--- src/rtl/active_prio_tracker.sv ---
module active_prio_tracker #(
  parameter int PRI_BITS = 6,
  parameter int ID_W     = 24
) (
  input  logic            clk,
  input  logic            rst_n,
  input  logic            act_valid,
  input  logic [1:0]      act_grp,
  input  logic [7:0]      act_prio,
  input  logic [ID_W-1:0] act_id,
  input  logic            drop_valid,
  input  logic [1:0]      drop_grp,
  input  logic            bpr_wr,
  input  logic [1:0]      bpr_grp,
  input  logic [2:0]      bpr_wdata,
  input  logic            pmr_wr,
  input  logic [7:0]      pmr_wdata,
  input  logic            apr_wr,
  input  logic [1:0]      apr_grp,
  input  logic [1:0]      apr_idx,
  input  logic [31:0]     apr_wdata,
  input  logic [1:0]      rd_grp,
  input  logic [1:0]      rd_idx,
  output logic [31:0]     rd_data,
  output logic [7:0]      run_prio,
  output logic [7:0]      prio_mask,
  output logic [2:0]      bpr_g0,
  output logic [2:0]      bpr_g1s,
  output logic [2:0]      bpr_g1ns
);
  localparam int PRE = (PRI_BITS == 8) ? 7 : PRI_BITS;
  localparam int NW  = (PRE > 5) ? (1 << (PRE - 5)) : 1;
  localparam int TOT = NW * 32;
  localparam int SH  = 8 - PRE;
  localparam logic [2:0] BMIN    = 3'(7 - PRE);
  localparam logic [2:0] BMIN_NS = 3'(8 - PRE);
  localparam logic [7:0] PMASK   = 8'((32'hff << (8 - PRI_BITS)) & 32'hff);
  localparam logic [7:0] GRIDM   = 8'((1 << SH) - 1);

  logic [TOT-1:0] apr_q [3];
  logic [2:0]     bpr_q [3];
  logic [7:0]     pmr_q;

  function automatic logic [7:0] gmask(input logic [1:0] g, input logic [2:0] b);
    int e;
    e = (g == 2'd2) ? int'(b) - 1 : int'(b);
    return 8'((32'hff << (e + 1)) & 32'hff);
  endfunction

  function automatic logic [TOT-1:0] pick(input logic [1:0] g);
    case (g)
      2'd0:    return apr_q[0];
      2'd1:    return apr_q[1];
      2'd2:    return apr_q[2];
      default: return '0;
    endcase
  endfunction

  logic [2:0] act_bpr;
  assign act_bpr = (act_grp == 2'd0) ? bpr_q[0] :
                   (act_grp == 2'd1) ? bpr_q[1] : bpr_q[2];

  logic           is_special, act_hit;
  logic [7:0]     act_k;
  logic [TOT-1:0] act_bit;
  assign is_special = (act_id >= ID_W'(1020)) && (act_id <= ID_W'(1023));
  assign act_hit    = act_valid && (act_grp != 2'd3) && !is_special;
  assign act_k      = (act_prio & gmask(act_grp, act_bpr)) >> SH;
  assign act_bit    = TOT'(1) << act_k;

  for (genvar g = 0; g < 3; g++) begin : g_grp
    logic [TOT-1:0] nxt;
    always_comb begin
      nxt = apr_q[g];
      if (drop_valid && drop_grp == 2'(g)) nxt = nxt & ~(apr_q[g] & (~apr_q[g] + TOT'(1)));
      if (act_hit && act_grp == 2'(g)) nxt = nxt | act_bit;
      for (int w = 0; w < NW; w++)
        if (apr_wr && apr_grp == 2'(g) && apr_idx == 2'(w)) nxt[w*32 +: 32] = apr_wdata;
    end
    always_ff @(posedge clk or negedge rst_n) begin
      if (!rst_n) begin
        apr_q[g] <= '0;
        bpr_q[g] <= (g == 2) ? BMIN_NS : BMIN;
      end else begin
        apr_q[g] <= nxt;
        if (bpr_wr && bpr_grp == 2'(g)) begin
          if (bpr_wdata < ((g == 2) ? BMIN_NS : BMIN)) bpr_q[g] <= (g == 2) ? BMIN_NS : BMIN;
          else bpr_q[g] <= bpr_wdata;
        end
      end
    end
  end

  always_ff @(posedge clk or negedge rst_n) begin
    if (!rst_n) pmr_q <= '0;
    else if (pmr_wr) pmr_q <= pmr_wdata & PMASK;
  end

  logic [TOT-1:0] all_or;
  int             low_k;
  assign all_or = apr_q[0] | apr_q[1] | apr_q[2];
  always_comb begin
    low_k = 0;
    for (int i = TOT - 1; i >= 0; i--) if (all_or[i]) low_k = i;
  end
  assign run_prio = (|all_or) ? 8'(low_k << SH) : 8'hff;

  logic [TOT-1:0] rsel;
  assign rsel = pick(rd_grp);
  always_comb begin
    rd_data = '0;
    for (int w = 0; w < NW; w++) if (rd_idx == 2'(w)) rd_data = rsel[w*32 +: 32];
  end

  assign prio_mask = pmr_q;
  assign bpr_g0    = bpr_q[0];
  assign bpr_g1s   = bpr_q[1];
  assign bpr_g1ns  = bpr_q[2];

  logic [3*TOT-1:0] all_apr;
  assign all_apr = {apr_q[2], apr_q[1], apr_q[0]};

  AST_BPR_FLOOR: assert property (@(posedge clk) disable iff (!rst_n)
    bpr_g0 >= BMIN && bpr_g1s >= BMIN && bpr_g1ns >= BMIN_NS);
  AST_PMR_IMPL: assert property (@(posedge clk) disable iff (!rst_n)
    (prio_mask & ~PMASK) == 8'h00);
  AST_RPR_GRID: assert property (@(posedge clk) disable iff (!rst_n)
    run_prio != 8'hff |-> (run_prio & GRIDM) == 8'h00);
  AST_SPECIAL_FREEZE: assert property (@(posedge clk) disable iff (!rst_n)
    act_valid && act_id >= ID_W'(1020) && act_id <= ID_W'(1023) && !drop_valid && !apr_wr
    |=> $stable(all_apr));
  AST_DROP_SINGLE: assert property (@(posedge clk) disable iff (!rst_n)
    drop_valid && drop_grp != 2'd3 && (|pick(drop_grp)) && !act_valid && !apr_wr
    |=> $countones(all_apr) == $past($countones(all_apr)) - 1);
  AST_ACT_BUSY: assert property (@(posedge clk) disable iff (!rst_n)
    act_valid && act_grp != 2'd3 && act_id < ID_W'(1020) && !apr_wr
    |=> run_prio != 8'hff);
endmodule

--- config.mk ---
export PLATFORM = sky130hd
export DESIGN_NAME = active_prio_tracker
export DESIGN_NICKNAME = d
export VERILOG_FILES = /design/src/rtl/active_prio_tracker.sv
export SDC_FILE = /design/constraint.sdc
export NUM_CORES = 1
export LEC_CHECK = 0
export BUFFER_PORTS_ARGS = -buffer_cell sky130_fd_sc_hd__buf_2
export CAP_MARGIN = 20
export CELL_PAD_IN_SITES_DETAIL_PLACEMENT = 0
export CELL_PAD_IN_SITES_GLOBAL_PLACEMENT = 2
export CORE_MARGIN = 5
export CORE_UTILIZATION = 39
export CTS_CLUSTER_DIAMETER = 120
export DETAILED_ROUTE_END_ITERATION = 6
export GPL_TIMING_DRIVEN = 0
export PLACE_DENSITY_LB_ADDON = 0.1
export REMOVE_ABC_BUFFERS = 1
export SETUP_SLACK_MARGIN = 0.3
export SLEW_MARGIN = 20
export SYNTH_ARGS = -nofsm -noshare
export SYNTH_HDL_FRONTEND = slang
export SYNTH_SLANG_ARGS = --single-unit
--- constraint.sdc ---
create_clock -name clk -period 5.99 [get_ports clk]
set_input_delay 0.8985 -clock clk [delete_from_list [all_inputs] [get_ports clk]]
set_output_delay 0.8985 -clock clk [all_outputs]
set_load 0.005 [all_outputs]
======== Word level (Yosys, flattened, before mapping) ========
Index checks and enable logic that the tools add are counted.
cells by class
  $add $sub $neg .......................... 5
  $lt $le $gt $ge ......................... 4
  eq/ne operators ......................... 13
  shift operators ......................... 2
  muxes and demuxes ....................... 85
  bitwise gates (word level) .............. 18
  reductions and logical operators ........ 30
operator list
  kind                     number
  $and A64 B64 Y64         6
  $mux W6                  64
  $mux W64                 6
  $not A64 Y64             6
  $or A64 B64 Y64          5
  $mux W32                 9
  $add A64 B1 Y64 const B  3
  $pmux W64 S3             1
  $reduce_or A64 Y1        1
  $shl A1 B6 Y64 const A   1
  $add A32 B2 Y32 const B  1
  $shl A8 B32 Y8 const A   1
  $ge A24 B10 Y1 const B   1
  $le A24 B10 Y1 const B   1
  $logic_and A1 B1 Y1      21
  $eq A2 B1 Y1 const B     7
  $logic_not A2 Y1         7
  $mux W3                  4
  $eq A2 B2 Y1 const B     5
  $and A8 B8 Y8            1
  $mux W8                  1
  $sub A3 B1 Y4 const B    1
  $lt A3 B1 Y1 const B     1
  $lt A3 B2 Y1 const B     1
  other kinds (2)          2
word-level totals
  register bits after elaboration ......... 207
  bits of input ports ..................... 96
  output and inout bits ................... 57
  word-level logic and storage cells ...... 164

======== Longest topological paths before layout ========
Gate-level depths: netlist of run 1.
  depth in word-level cells ............... 67
  gate-level depth with buffers ........... 13
  mapped depth without buffers ............ 11

======== Worst setup path before layout of run 1 ========
Ideal clock, no wire load.
  kind .................................... input to register
  start ................................... input port act_grp[0]
  end ..................................... register apr_q (netlist bit all_apr[2])
  setup time .............................. 0.083 ns
  data arrival time ....................... 3.635 ns
  required time ........................... 5.907 ns
  path slack .............................. 2.273 ns
  stages on the path ...................... 12
  buffers on the path ..................... 1
  cells stage by stage .................... clkbuf_1 > mux2i_1 > a21o_1 > ha_1 > mux2i_1 > ha_1 > inv_1 > and3_1 > o31ai_2 > o2111ai_1 > or4b_1 > o21ai_0
between the ends
  longest elaborated chain between the ends .. 12
  elaborated cells on any way between the ends .. 18
  those cells by class .................... 2 x add/sub; 3 x eq/ne; 2 x shift; 5 x mux; 2 x bitwise; 4 x reduce/logical
ends and longest elaborated chain
  item                             RTL line  text
  from (decl)                      8         input logic [1:0] act_grp,
  $eq A2 B1 Y1                     61        (act_grp == 2'd1) ? bpr_q[1] : bpr_q[2];
  $mux W3                          61
  $mux W3                          60        assign act_bpr = (act_grp == 2'd0) ? bpr_q[0] :
  $sub A3 B1 Y4                    46        e = (g == 2'd2) ? int'(b) - 1 : int'(b);
  $mux W32                         46
  $add A32 B2 Y32                  47        return 8'((32'hff << (e + 1)) & 32'hff);
  $shl A8 B32 Y8                   47
  $and A8 B8 Y8                    68        assign act_k = (act_prio & gmask(act_grp, act_bpr)) >> SH;
  $shl A1 B6 Y64                   69        assign act_bit = TOT'(1) << act_k;
  $or A64 B64 Y64                  76        if (act_hit && act_grp == 2'(g)) nxt = nxt | act_bit;
  $mux W64 (*)                     76
  $mux W32 (*)                     78        if (apr_wr && apr_grp == 2'(g) && apr_idx == 2'(w)) nxt[w*32 +: 32] = apr_wdata;
  via g_grp[0].nxt[2]              72        logic [TOT-1:0] nxt;
  to (signal, indexed assignment)  85        apr_q[g] <= nxt;
  to (decl)                        40        logic [TOT-1:0] apr_q [3];
The timed path passes the listed nets; every way through them passes the cells marked *.
A chain may end at the register's enable or synchronous reset.

======== Worst setup path after layout of run 1 ========
  start ................................... register apr_q (netlist bit all_apr[154])
  end ..................................... output port run_prio[5]
between the ends
  longest elaborated chain between the ends .. 29
  elaborated cells on any way between the ends .. 30
  those cells by class .................... 28 x mux; 1 x bitwise; 1 x reduce/logical
ends and longest elaborated chain
  item                   RTL line  text
  $or A64 B64 Y64 (*)    101       assign all_or = apr_q[0] | apr_q[1] | apr_q[2];
  $mux W6 (27 in a row)  104       for (int i = TOT - 1; i >= 0; i--) if (all_or[i]) low_k = i;
  $mux W8 (*)            106       assign run_prio = (|all_or) ? 8'(low_k << SH) : 8'hff;
  to (decl)              25        output logic [7:0] run_prio,
Mark *: on every way between the ends. The rest lies on a longest branch, timed or not.

==> results.txt, run 1 <==
----------------------------------------------------
[Layout]
  Count of antenna diodes in the layout ... 0
  Share of layout cells above drive strength 1 ... 15.18%
  Most frequent cells in the layout ... 205 x sky130_fd_sc_hd__nor2_1, 204 x sky130_fd_sc_hd__dfrtp_1, 166 x sky130_fd_sc_hd__nand2_1, 153 x sky130_fd_sc_hd__a21oi_1, 141 x sky130_fd_sc_hd__buf_2
  Final net count ... 1891
  Layout Area Growth over Synthesis ... 16.70%
  Commonest non-fill, non-tap cell in the layout ... sky130_fd_sc_hd__nor2_1
  End-of-flow core utilization ... 46.40%
  Count of fill cells added during filler insertion ... 3483

[Clock network]
  Post-cts gate resize count ... 0
  Worst-case clock buffer depth ... 3
  H-Tree Depth ... 1
  Clock latency on the worst-skew pair ... 0.55 ns
  Count of hold-fix buffers inserted at cts ... 0
  Clock Sinks ... 207
  Num CTS Buffers ... 26
  Clock Tree Root ... sky130_fd_sc_hd__clkbuf_16
  Setup repair bufs after CTS ... 0
  TritonCTS clock tree ... done
  Clock slew seen by the registers of the worst setup and hold paths ... 0.06 ns

[Timing]
  Number of failing setup endpoints in the final timing report ... 0
  WHS ... 0.2559 ns
  Worst-case setup margin in the final layout ... 1.280 ns
  Tightest slew margin relative to the limit ... 17.49%
  Slew at the pin closest to its max-slew limit ... 1.235 ns
  Setup TNS Final ... 0 ns
  Max frequency ... 212.3 MHz
  Minimum period implied by the final worst setup slack ... 4.710 ns
  Final period util ... 78.64%
  RSZ-0062 raised after global routing ... no
  Worst Clk Skew ... 0.02110 ns
  Number of pins with negative max-slew slack in the final report ... 0
  Hold Vio Cnt, Final ... 0

[GRT]
  Overflow after GRT ... 0
  Number of global-route vias before repair ... 14210
  Overall routing resource usage ... 33.43%
  Maximum number of pins on one net before global-route repair ... 83
  First-pass GRT wire length ... 98.71 mm
  Antenna violations before repair ... 3

[Worst hold path]
  Classification of the worst-slack hold path ... input pin to asynchronous set/reset pin

[Critical path]
  Critical Path Max Stage Delay ... 0.72 ns
  Slowest cell on the critical path ... sky130_fd_sc_hd__nor4_1
  Buffering stage count on the worst path with inverters included ... 1
  Arrival time of the worst setup path ... 3.81 ns
  Required time reported for the critical path endpoint ... 5.09 ns
  Kind of cell with the highest combined delay on the critical path ... simple AND/OR/NAND/NOR gates
  Type of the worst setup path ... flip-flop to output port
  Critical Path Start Type ... flip-flop
  CP Cell Sequence ... or2_2 -> nor4_1 -> nand4b_1 -> nor4_4 -> and4_1 -> o21bai_1 -> buf_2
  Worst Path Max Fanout ... 7
  Crit end category ... output port

[Floorplan]
  Die outline area ... 39250 um2
  Number of rows in the core area ... 68
  Count of pins on the block boundary ... 153
  Effective utilization at floorplan ... 39.76%
  Placeable core region ... 34710 um2
  Die extent in x ... 198.1 um
  Die extent in y ... 198.1 um

[Synth]
  Fraction of registers with async set or reset after synthesis ... 100.0%
  Post-synth EDFFs ... 0
  Ys flop type ... sky130_fd_sc_hd__dfrtp_1
  Register bit count reported by yosys ... 207
  Gate count of the mapped netlist ... 1692
  Part of the Yosys area used for sequential elements ... 37.56%
  Synth warnings ... 0
  Average cell area after synthesis ... 8.156 um2
  Count of cell types in the netlist ... 72
  Total standard cell area after synthesis ... 13800 um2

[Route]
  Initial DRC count ... 1853
  First-pass iteration count of the detailed router ... 5
  Drt via density ... 6.777
  Routed wire length per instance ... 29.97 um
  Count of antenna-violating nets left after detailed routing ... 0
  Drc violations ... 0
  Wire length after detailed routing ... 67.95 mm
  Count of vias placed by the detailed router ... 15360

[Placed design]
  Number of buffers inserted by port buffering ... 144
  Worst setup slack after placement ... 0.9759 ns
  Post-DP HPWL ... 49.11 mm
  Weighted congestion at the end of routability-driven global placement ... 0.9491

[Flow run]
  MaxCap Viol Count ... 0

[Power and ir drop]
  Power per Cell Area ... 347.1 nW/um2
  Max rail drop VDD ... 192.4 uV
  LEAKAGE ... 0.006200 uW

[Run status]
  Status ... complete, no violations

----------------------------------------------------
flip-flops by register name (all words and copies together) (netlist names):
register	flops
prio_mask	6
bpr_g1ns	3
bpr_g1s	3
all_apr	192
bpr_g0	3
Yosys cell counts, types with 4 or more instances:
library cell / n / area share [%]
sky130_fd_sc_hd__a21oi_1: 153 / 5.5
sky130_fd_sc_hd__nand4_1: 37 / 1.7
sky130_fd_sc_hd__o21ai_0: 90 / 3.3
sky130_fd_sc_hd__and2_1: 5 / 0.23
sky130_fd_sc_hd__nor3b_1: 6 / 0.33
sky130_fd_sc_hd__nand3_1: 52 / 1.9
sky130_fd_sc_hd__o311a_1: 21 / 1.5
sky130_fd_sc_hd__o221ai_1: 61 / 3.9
sky130_fd_sc_hd__o2111ai_1: 5 / 0.32
sky130_fd_sc_hd__and4_1: 5 / 0.32
sky130_fd_sc_hd__nor2b_1: 8 / 0.36
sky130_fd_sc_hd__buf_4: 4 / 0.22
sky130_fd_sc_hd__nor2_1: 209 / 5.7
sky130_fd_sc_hd__or2_2: 17 / 0.77
sky130_fd_sc_hd__o21ai_1: 8 / 0.29
sky130_fd_sc_hd__mux2_2: 12 / 0.98
sky130_fd_sc_hd__nor3_1: 70 / 2.5
sky130_fd_sc_hd__mux2i_1: 75 / 5.4
sky130_fd_sc_hd__nand2b_1: 11 / 0.50
sky130_fd_sc_hd__or4_1: 14 / 0.76
sky130_fd_sc_hd__and3b_1: 4 / 0.25
sky130_fd_sc_hd__o31ai_1: 9 / 0.49
sky130_fd_sc_hd__o41ai_1: 15 / 0.95
sky130_fd_sc_hd__dfrtp_1: 204 / 37
sky130_fd_sc_hd__or3_1: 31 / 1.4
sky130_fd_sc_hd__nor4_1: 41 / 1.9
sky130_fd_sc_hd__clkbuf_1: 79 / 2.1
sky130_fd_sc_hd__a31oi_1: 7 / 0.32
sky130_fd_sc_hd__buf_1: 12 / 0.33
sky130_fd_sc_hd__o211ai_1: 72 / 3.9
sky130_fd_sc_hd__inv_1: 12 / 0.33
sky130_fd_sc_hd__and3_1: 8 / 0.36
sky130_fd_sc_hd__nand3b_1: 7 / 0.38
sky130_fd_sc_hd__o22ai_1: 87 / 3.9
sky130_fd_sc_hd__nand2_1: 169 / 4.6
sky130_fd_sc_hd__o311ai_0: 10 / 0.63
layout make-up:
cell class | count | area (um2) | area share (%)
Timing Repair Buffer | 171 | 1197 | 7.435
Sequential cell | 207 | 5184 | 32.19
Inverter | 12 | 45.04 | 0.2797
Clock inverter | 3 | 15.01 | 0.09323
Multi-Input combinational cell | 1375 | 8265 | 51.32
Tap cell | 455 | 569.3 | 3.535
Clock buffer | 44 | 829.5 | 5.151
per-stage QoR:
stage               cell area, um2  total power (uW)  instances
floorplan                    13410              3200       1594
global placement             14700              3903       2193
detailed placement           15240              3954       2219
CTS                          16080              5539       2266
global route                 16110              5857       2267
finish                       16110              5590       2267
final timing paths:
check | from | to | slack [ns] | depth (start not counted)
max | all_apr[154] | run_prio[5] | 1.28 | 7
min | rst_n | all_apr[60] | 0.26 | 1
max reg2reg | bpr_g1s[1] | all_apr[45] | 1.68 | 10
min reg2reg | prio_mask[7] | prio_mask[7] | 0.50 | 1
max in group asynchronous | rst_n | bpr_g1ns[1] | 4.49 | 3
min in group clk | prio_mask[7] | prio_mask[7] | 0.50 | 1
power breakdown:
part / switching (uW) / internal, uW / total, uW / leakage [uW]
Sequential: 581 / 1740 / 2320 / 0.00257
Clock: 655 / 932 / 1590 / 0.000419
Combinational: 1020 / 662 / 1680 / 0.00321
Total: 2250 / 3340 / 5590 / 0.00620
routing by layer:
| metal | global-route usage, % | vias up | routed length, um |
|---|---|---|---|
| met5 | 0 | - | 13 |
| met1 | 49.18 | 7604 | 29610 |
| met2 | 48.77 | 841 | 28830 |
| li1 | - | 6773 | - |
| met3 | 7.010 | 143 | 6506 |
| met4 | 11.50 | 2 | 2985 |
worst register-to-register path, stage by stage, from the launching register on:
cell and delay, ns:
sky130_fd_sc_hd__dfrtp_1 0.39, sky130_fd_sc_hd__mux2_2 0.28, sky130_fd_sc_hd__mux2i_1 0.25, sky130_fd_sc_hd__ha_1 0.25, sky130_fd_sc_hd__nand3_1 0.08, sky130_fd_sc_hd__a21oi_1 0.26, sky130_fd_sc_hd__nor2_1 0.10, sky130_fd_sc_hd__a32o_1 0.30
sky130_fd_sc_hd__nand2_1 0.59, sky130_fd_sc_hd__nand4_1 1.11, sky130_fd_sc_hd__o221ai_1 0.59
kinds of logic (layout without fill, tap and decap cells):
logic type	after synthesis	count (layout)	share of synthesized area, %
adders and majority gates	2	2	0.1813
buffers and inverters	111	230	3.209
muxes	87	87	6.419
other	1	2	0.02717
and+or+nand+nor	715	715	25.61
AOI/OAI and AO/OA	569	569	26.99
DFF	207	207	37.56
Power figures use the tool's default switching activity.
==> inputs of run 2 (changes only) <==
Settings changed: CORE_UTILIZATION 39 to 32.
Clock period 5.99 ns to 4.3 ns, I/O delays scaled along.
==> results.txt, run 2 (synthesis results as in run 1) <==
----------------------------------------------------
[Run status]
  Status ... complete, no violations

[Timing]
  Tightest slew margin relative to the limit ... 33.43%
  Final period util ... 93.89%
  Max frequency ... 247.7 MHz
  Worst-case setup margin in the final layout ... 0.2629 ns
  Number of pins with negative max-slew slack in the final report ... 0
  Hold Vio Cnt, Final ... 0
  Number of failing setup endpoints in the final timing report ... 0
  Worst Clk Skew ... 0.01005 ns
  Minimum period implied by the final worst setup slack ... 4.037 ns
  Slew at the pin closest to its max-slew limit ... 0.9894 ns
  RSZ-0062 raised after global routing ... yes

[Clock network]
  Num CTS Buffers ... 27
  Clock latency on the worst-skew pair ... 0.56 ns
  Clock Sinks ... 207
  TritonCTS clock tree ... done
  H-Tree Depth ... 1
  Clock Tree Root ... sky130_fd_sc_hd__clkbuf_16
  Worst-case clock buffer depth ... 3
  Clock slew seen by the registers of the worst setup and hold paths ... 0.06 ns

[Placed design]
  Placed cell count ... 2352
  Number of buffers inserted by port buffering ... 144
  Cell area after placement ... 15460 um2
  Post-DP HPWL ... 53.58 mm
  Weighted congestion at the end of routability-driven global placement ... 0.8874
  Worst setup slack after placement ... -0.4835 ns

[Layout]
  Final instance count without filler cells ... 2423
  Final net count ... 1915
  Most frequent cells in the layout ... 204 x sky130_fd_sc_hd__nor2_1, 203 x sky130_fd_sc_hd__dfrtp_1, 160 x sky130_fd_sc_hd__nand2_1, 153 x sky130_fd_sc_hd__a21oi_1, 141 x sky130_fd_sc_hd__buf_2
  Commonest non-fill, non-tap cell in the layout ... sky130_fd_sc_hd__nor2_1
  Share of layout cells above drive strength 1 ... 17.91%
  Flip-flop count of the largest register, all copies and words added ... 192
  Count of fill cells added during filler insertion ... 4474
  Total non-filler cell area in the finished layout ... 16700 um2
  End-of-flow core utilization ... 38.93%
  Layout Area Growth over Synthesis ... 20.98%

[Critical path]
  Reg2reg start ... bpr_g0[1]
  Arrival time of the worst setup path ... 4.48 ns
  Crit end category ... flip-flop
  Required time reported for the critical path endpoint ... 4.74 ns
  Buffering stage count on the worst path with inverters included ... 2
  Critical Path Max Stage Delay ... 0.71 ns
  Kind of cell with the highest combined delay on the critical path ... simple AND/OR/NAND/NOR gates
  Worst Path Max Fanout ... 14
  Slack of the worst reg-to-reg path ... 0.30 ns
  Capture point of the critical path ... all_apr[174]
  Critical Path Start Type ... input pin
  CP Cell Sequence ... buf_2 -> mux2_2 -> mux2i_1 -> ha_1 -> mux2i_1 -> ha_1 -> inv_1 -> nor3_1 -> or2_2 -> and3_1 -> nand3_1 -> o221ai_1
  Type of the worst setup path ... input pin to flip-flop
  Register-to-Register Path Depth ... 11
  Worst path depth ... 12
  Slowest cell on the critical path ... sky130_fd_sc_hd__nand3_1
  Worst R2R End ... all_apr[174]
  Crit. Startpoint ... act_grp[0]

[Power and ir drop]
  Power per Cell Area ... 488.4 nW/um2
  Overall power ... 8154 uW
  LEAKAGE ... 0.006392 uW
  Max rail drop VDD ... 271.1 uV

[Floorplan]
  Die extent in x ... 217.7 um
  Die extent in y ... 217.7 um
  Die outline area ... 47380 um2
  Placeable core region ... 42890 um2
  Count of pins on the block boundary ... 153
  Number of rows in the core area ... 76
  Effective utilization at floorplan ... 32.18%

[Route]
  Drt via density ... 6.312
  Routed wire length per instance ... 30.09 um
  Wire length after detailed routing ... 72.91 mm
  Count of vias placed by the detailed router ... 15300
  Count of antenna-violating nets left after detailed routing ... 0
  First-pass iteration count of the detailed router ... 5
  Initial DRC count ... 1713
  Drc violations ... 0

[GRT]
  Antenna violations before repair ... 0
  First-pass GRT wire length ... 104.9 mm
  Number of global-route vias before repair ... 14370
  Overall routing resource usage ... 29.68%
  Maximum number of pins on one net before global-route repair ... 87
  Overflow after GRT ... 0

[Flow run]
  MaxCap Viol Count ... 0

[Worst hold path]
  Classification of the worst-slack hold path ... input pin to asynchronous set/reset pin

----------------------------------------------------
==> run 2: routing by layer <==
| layer | track usage [%] | wire, um | vias to the layer above |
|---|---|---|---|
| met4 | 8.848 | 2518 | 0 |
| met1 | 44.29 | 33510 | 7630 |
| met5 | 0 | 0 | - |
| li1 | - | - | 6812 |
| met3 | 5.442 | 5985 | 121 |
| met2 | 43.68 | 30900 | 732 |
==> run 2: worst min-delay path by stage <==
stage                 start  slack, ns           end
2_1_floorplan         rst_n       0.35    all_apr[0]
3_3_place_gp   prio_mask[4]       0.49  prio_mask[4]
3_5_place_dp   prio_mask[4]       0.49  prio_mask[4]
4_1_cts               rst_n       0.05   all_apr[60]
5_1_grt               rst_n       0.07  all_apr[188]
6_report              rst_n       0.04  all_apr[188]
==> run 2: area by class of cell <==
cell class                      count  area [um2]  share of cell area (%)
Multi-Input combinational cell   1375        8381                   50.19
Inverter                           12       45.04                  0.2698
Clock inverter                     12       185.2                   1.109
Antenna cell                        1       2.502                 0.01499
Sequential cell                   207        5185                   31.06
Timing Repair Buffer              194        1393                   8.341
Tap cell                          585       732.0                   4.384
Clock buffer                       37       773.2                   4.631
==> run 2: power breakdown <==
| group | switching [uW] | internal (uW) |
|---|---|---|
| registers | 820 | 2430 |
| clock network | 953 | 1550 |
| logic | 1460 | 948 |
| total | 3230 | 4920 |
==> run 2: metrics by stage <==
step,hold slack [ns],setup TNS [ns]
finish,0.03827,0
global route,0.07134,0
CTS,0.05147,0
detailed placement,0.4905,-39.78
global placement,0.4905,-729.53
floorplan,0.3494,-1.918
==> run 2: worst reg2reg max path, delay by kind of cell (launching register included) <==
family	cells	cell delay (ns)
simple gates	4	1.77
mux	3	0.72
fa+ha+maj	2	0.49
compound gates	1	0.49
flops	1	0.39
buf+inv	1	0.05
==> run 2: timing repair <==
item	in CTS	in global routing
buffers inserted	15	5
cloned	0	0
hold buffers	0	0
resized for setup	11	17
pin swaps	12	8
hold endpoints to repair	0	0
endpoints found under the setup margin	85	131
==> inputs of run 3 (changes only) <==
Settings changed: RECOVER_POWER from default to 25.
==> results.txt, run 3 (synthesis results as in run 1) <==
----------------------------------------------------
[Layout]
  End-of-flow core utilization ... 38.91%
  Share of layout cells above drive strength 1 ... 17.64%
  Count of fill cells added during filler insertion ... 4475
  Flip-flop count of the largest register, all copies and words added ... 192
  Final net count ... 1915
  Commonest non-fill, non-tap cell in the layout ... sky130_fd_sc_hd__nor2_1
  Layout Area Growth over Synthesis ... 20.92%
  Most frequent cells in the layout ... 204 x sky130_fd_sc_hd__nor2_1, 203 x sky130_fd_sc_hd__dfrtp_1, 160 x sky130_fd_sc_hd__nand2_1, 153 x sky130_fd_sc_hd__a21oi_1, 139 x sky130_fd_sc_hd__buf_2

[Route]
  Wire length after detailed routing ... 72.90 mm
  Drt via density ... 6.300
  Sum of met3 wire segment lengths after detailed routing ... 6.011 mm
  Count of antenna-violating nets left after detailed routing ... 0
  Count of vias placed by the detailed router ... 15260
  First-pass iteration count of the detailed router ... 6
  Total met2 wirelength after detailed routing ... 30.90 mm
  Routed wire length per instance ... 30.09 um
  Initial DRC count ... 1713
  Drc violations ... 0
  Routed length on met1 ... 33.47 mm
  Uppermost routed layer ... met4

[Placed design]
  Number of buffers inserted by port buffering ... 144
  Weighted congestion at the end of routability-driven global placement ... 0.8874
  Worst setup slack after placement ... -0.4835 ns
  Post-DP HPWL ... 53.58 mm

[Timing]
  Minimum period implied by the final worst setup slack ... 4.031 ns
  Final period util ... 93.75%
  Slew at the pin closest to its max-slew limit ... 3.297 ns
  Worst-case setup margin in the final layout ... 0.2689 ns
  Worst Clk Skew ... 0.01030 ns
  Number of pins with negative max-slew slack in the final report ... 60
  Setup TNS Final ... 0 ns
  Hold Vio Cnt, Final ... 0
  RSZ-0062 raised after global routing ... yes
  Number of failing setup endpoints in the final timing report ... 0
  Tightest slew margin relative to the limit ... -119.8%
  Max frequency ... 248.1 MHz

[Critical path]
  Worst R2R End ... all_apr[174]
  Arrival time of the worst setup path ... 4.47 ns
  Required time reported for the critical path endpoint ... 4.74 ns
  Register-to-Register Path Depth ... 11
  Slack of the worst reg-to-reg path ... 0.31 ns
  Crit end category ... flip-flop
  Reg2reg start ... bpr_g0[1]
  Worst Path Max Fanout ... 14
  Type of the worst setup path ... input pin to flip-flop
  Critical Path Start Type ... input pin

[Floorplan]
  Placeable core region ... 42890 um2
  Die outline area ... 47380 um2
  Die extent in x ... 217.7 um
  Effective utilization at floorplan ... 32.18%
  Die extent in y ... 217.7 um
  Number of rows in the core area ... 76
  Count of pins on the block boundary ... 153

[GRT]
  First-pass GRT wire length ... 104.9 mm
  Antenna violations before repair ... 0
  Overflow after GRT ... 0
  Overall routing resource usage ... 29.68%
  Number of global-route vias before repair ... 14370
  Maximum number of pins on one net before global-route repair ... 87

[Clock network]
  Clock slew seen by the registers of the worst setup and hold paths ... 0.06 ns
  Clock Tree Root ... sky130_fd_sc_hd__clkbuf_16
  Clock latency on the worst-skew pair ... 0.56 ns
  Clock Sinks ... 207
  Worst-case clock buffer depth ... 3
  TritonCTS clock tree ... done
  Num CTS Buffers ... 27
  H-Tree Depth ... 1

[Worst hold path]
  Hold depth ... 2
  Classification of the worst-slack hold path ... input pin to flip-flop
  Min-delay src ... pmr_wdata[2]
  Worst Hold Endpoint ... prio_mask[2]

[Power and ir drop]
  Max rail drop VDD ... 271.2 uV
  Power per Cell Area ... 488.6 nW/um2
  LEAKAGE ... 0.006382 uW

[Run status]
  Status ... complete, but fails checks
  Violations in the final reports ... max-capacitance violations, max-slew violations

[Flow run]
  MaxCap Viol Count ... 1

----------------------------------------------------
-- run 3: changes by cell type in the layout (fill, tap and decap cells not counted) --
cell                              change
sky130_fd_sc_hd__dfstp_2              -2
sky130_fd_sc_hd__clkdlybuf4s25_1      +1
sky130_fd_sc_hd__buf_8                -1
sky130_fd_sc_hd__buf_2                -2
sky130_fd_sc_hd__dfstp_1              +2
sky130_fd_sc_hd__clkbuf_1             +2
-- run 3: critical path, cell delays in order --
cell and delay [ns]:
sky130_fd_sc_hd__buf_2 0.23, sky130_fd_sc_hd__mux2_2 0.38, sky130_fd_sc_hd__mux2i_1 0.28, sky130_fd_sc_hd__ha_1 0.32, sky130_fd_sc_hd__mux2i_1 0.16, sky130_fd_sc_hd__ha_1 0.17, sky130_fd_sc_hd__inv_1 0.05, sky130_fd_sc_hd__nor3_1 0.32
sky130_fd_sc_hd__or2_2 0.34, sky130_fd_sc_hd__and3_1 0.39, sky130_fd_sc_hd__nand3_1 0.70, sky130_fd_sc_hd__o221ai_1 0.48
-- run 3: where the power goes --
part / leakage [uW] / switching [uW] / total (uW) / internal [uW]
sequential: 0.00257 / 820 / 3250 / 2430
clock: 0.000479 / 954 / 2500 / 1550
combinational: 0.00334 / 1460 / 2410 / 948
total: 0.00638 / 3230 / 8150 / 4920
-- run 3: cell type report --
type                            instances  area [um2]  share of cell area [%]
Multi-Input combinational cell       1375        8381                   50.22
Tap cell                              585       732.0                   4.386
Inverter                               12       45.04                  0.2699
Antenna cell                            1       2.502                 0.01499
Clock inverter                         12       185.2                   1.110
Clock buffer                           37       773.2                   4.633
Timing Repair Buffer                  194        1385                   8.300
Sequential cell                       207        5185                   31.07
-- run 3: how the worst max path moves through the flow --
stage	from	end	slack, ns	cells after the start
floorplan	apr_idx[0]	all_apr[28]	-0.19	5
global placement	rd_grp[0]	rd_data[7]	-4.20	5
detailed placement	act_grp[0]	all_apr[103]	-0.48	11
CTS	all_apr[77]	run_prio[2]	0.13	7
global route	act_grp[0]	all_apr[82]	0.03	12
finish	act_grp[0]	all_apr[174]	0.27	12
-- run 3: stage by stage --
stage	instance area, um2	hold WS [ns]	cells	power (uW)
floorplan	13410	0.3494	1594	4457
global placement	14860	0.4905	2323	5504
detailed placement	15460	0.4905	2352	5570
CTS	16560	0.05147	2416	8090
global route	16690	0.3200	2422	8576
finish	16690	0.3196	2423	8155
-- run 3: layer usage --
| layer | vias up | global-route usage (%) |
|---|---|---|
| met5 | - | 0 |
| met4 | 0 | 8.848 |
| met3 | 119 | 5.442 |
| met2 | 722 | 43.68 |
| met1 | 7613 | 44.29 |
| li1 | 6810 | - |
-- run 3: timing repair --
action | CTS | global route
gates resized for setup | 11 | 17
endpoints found under the setup margin | 85 | 131
pin swaps | 12 | 8
hold buffers | 0 | 0
setup buffers | 15 | 5
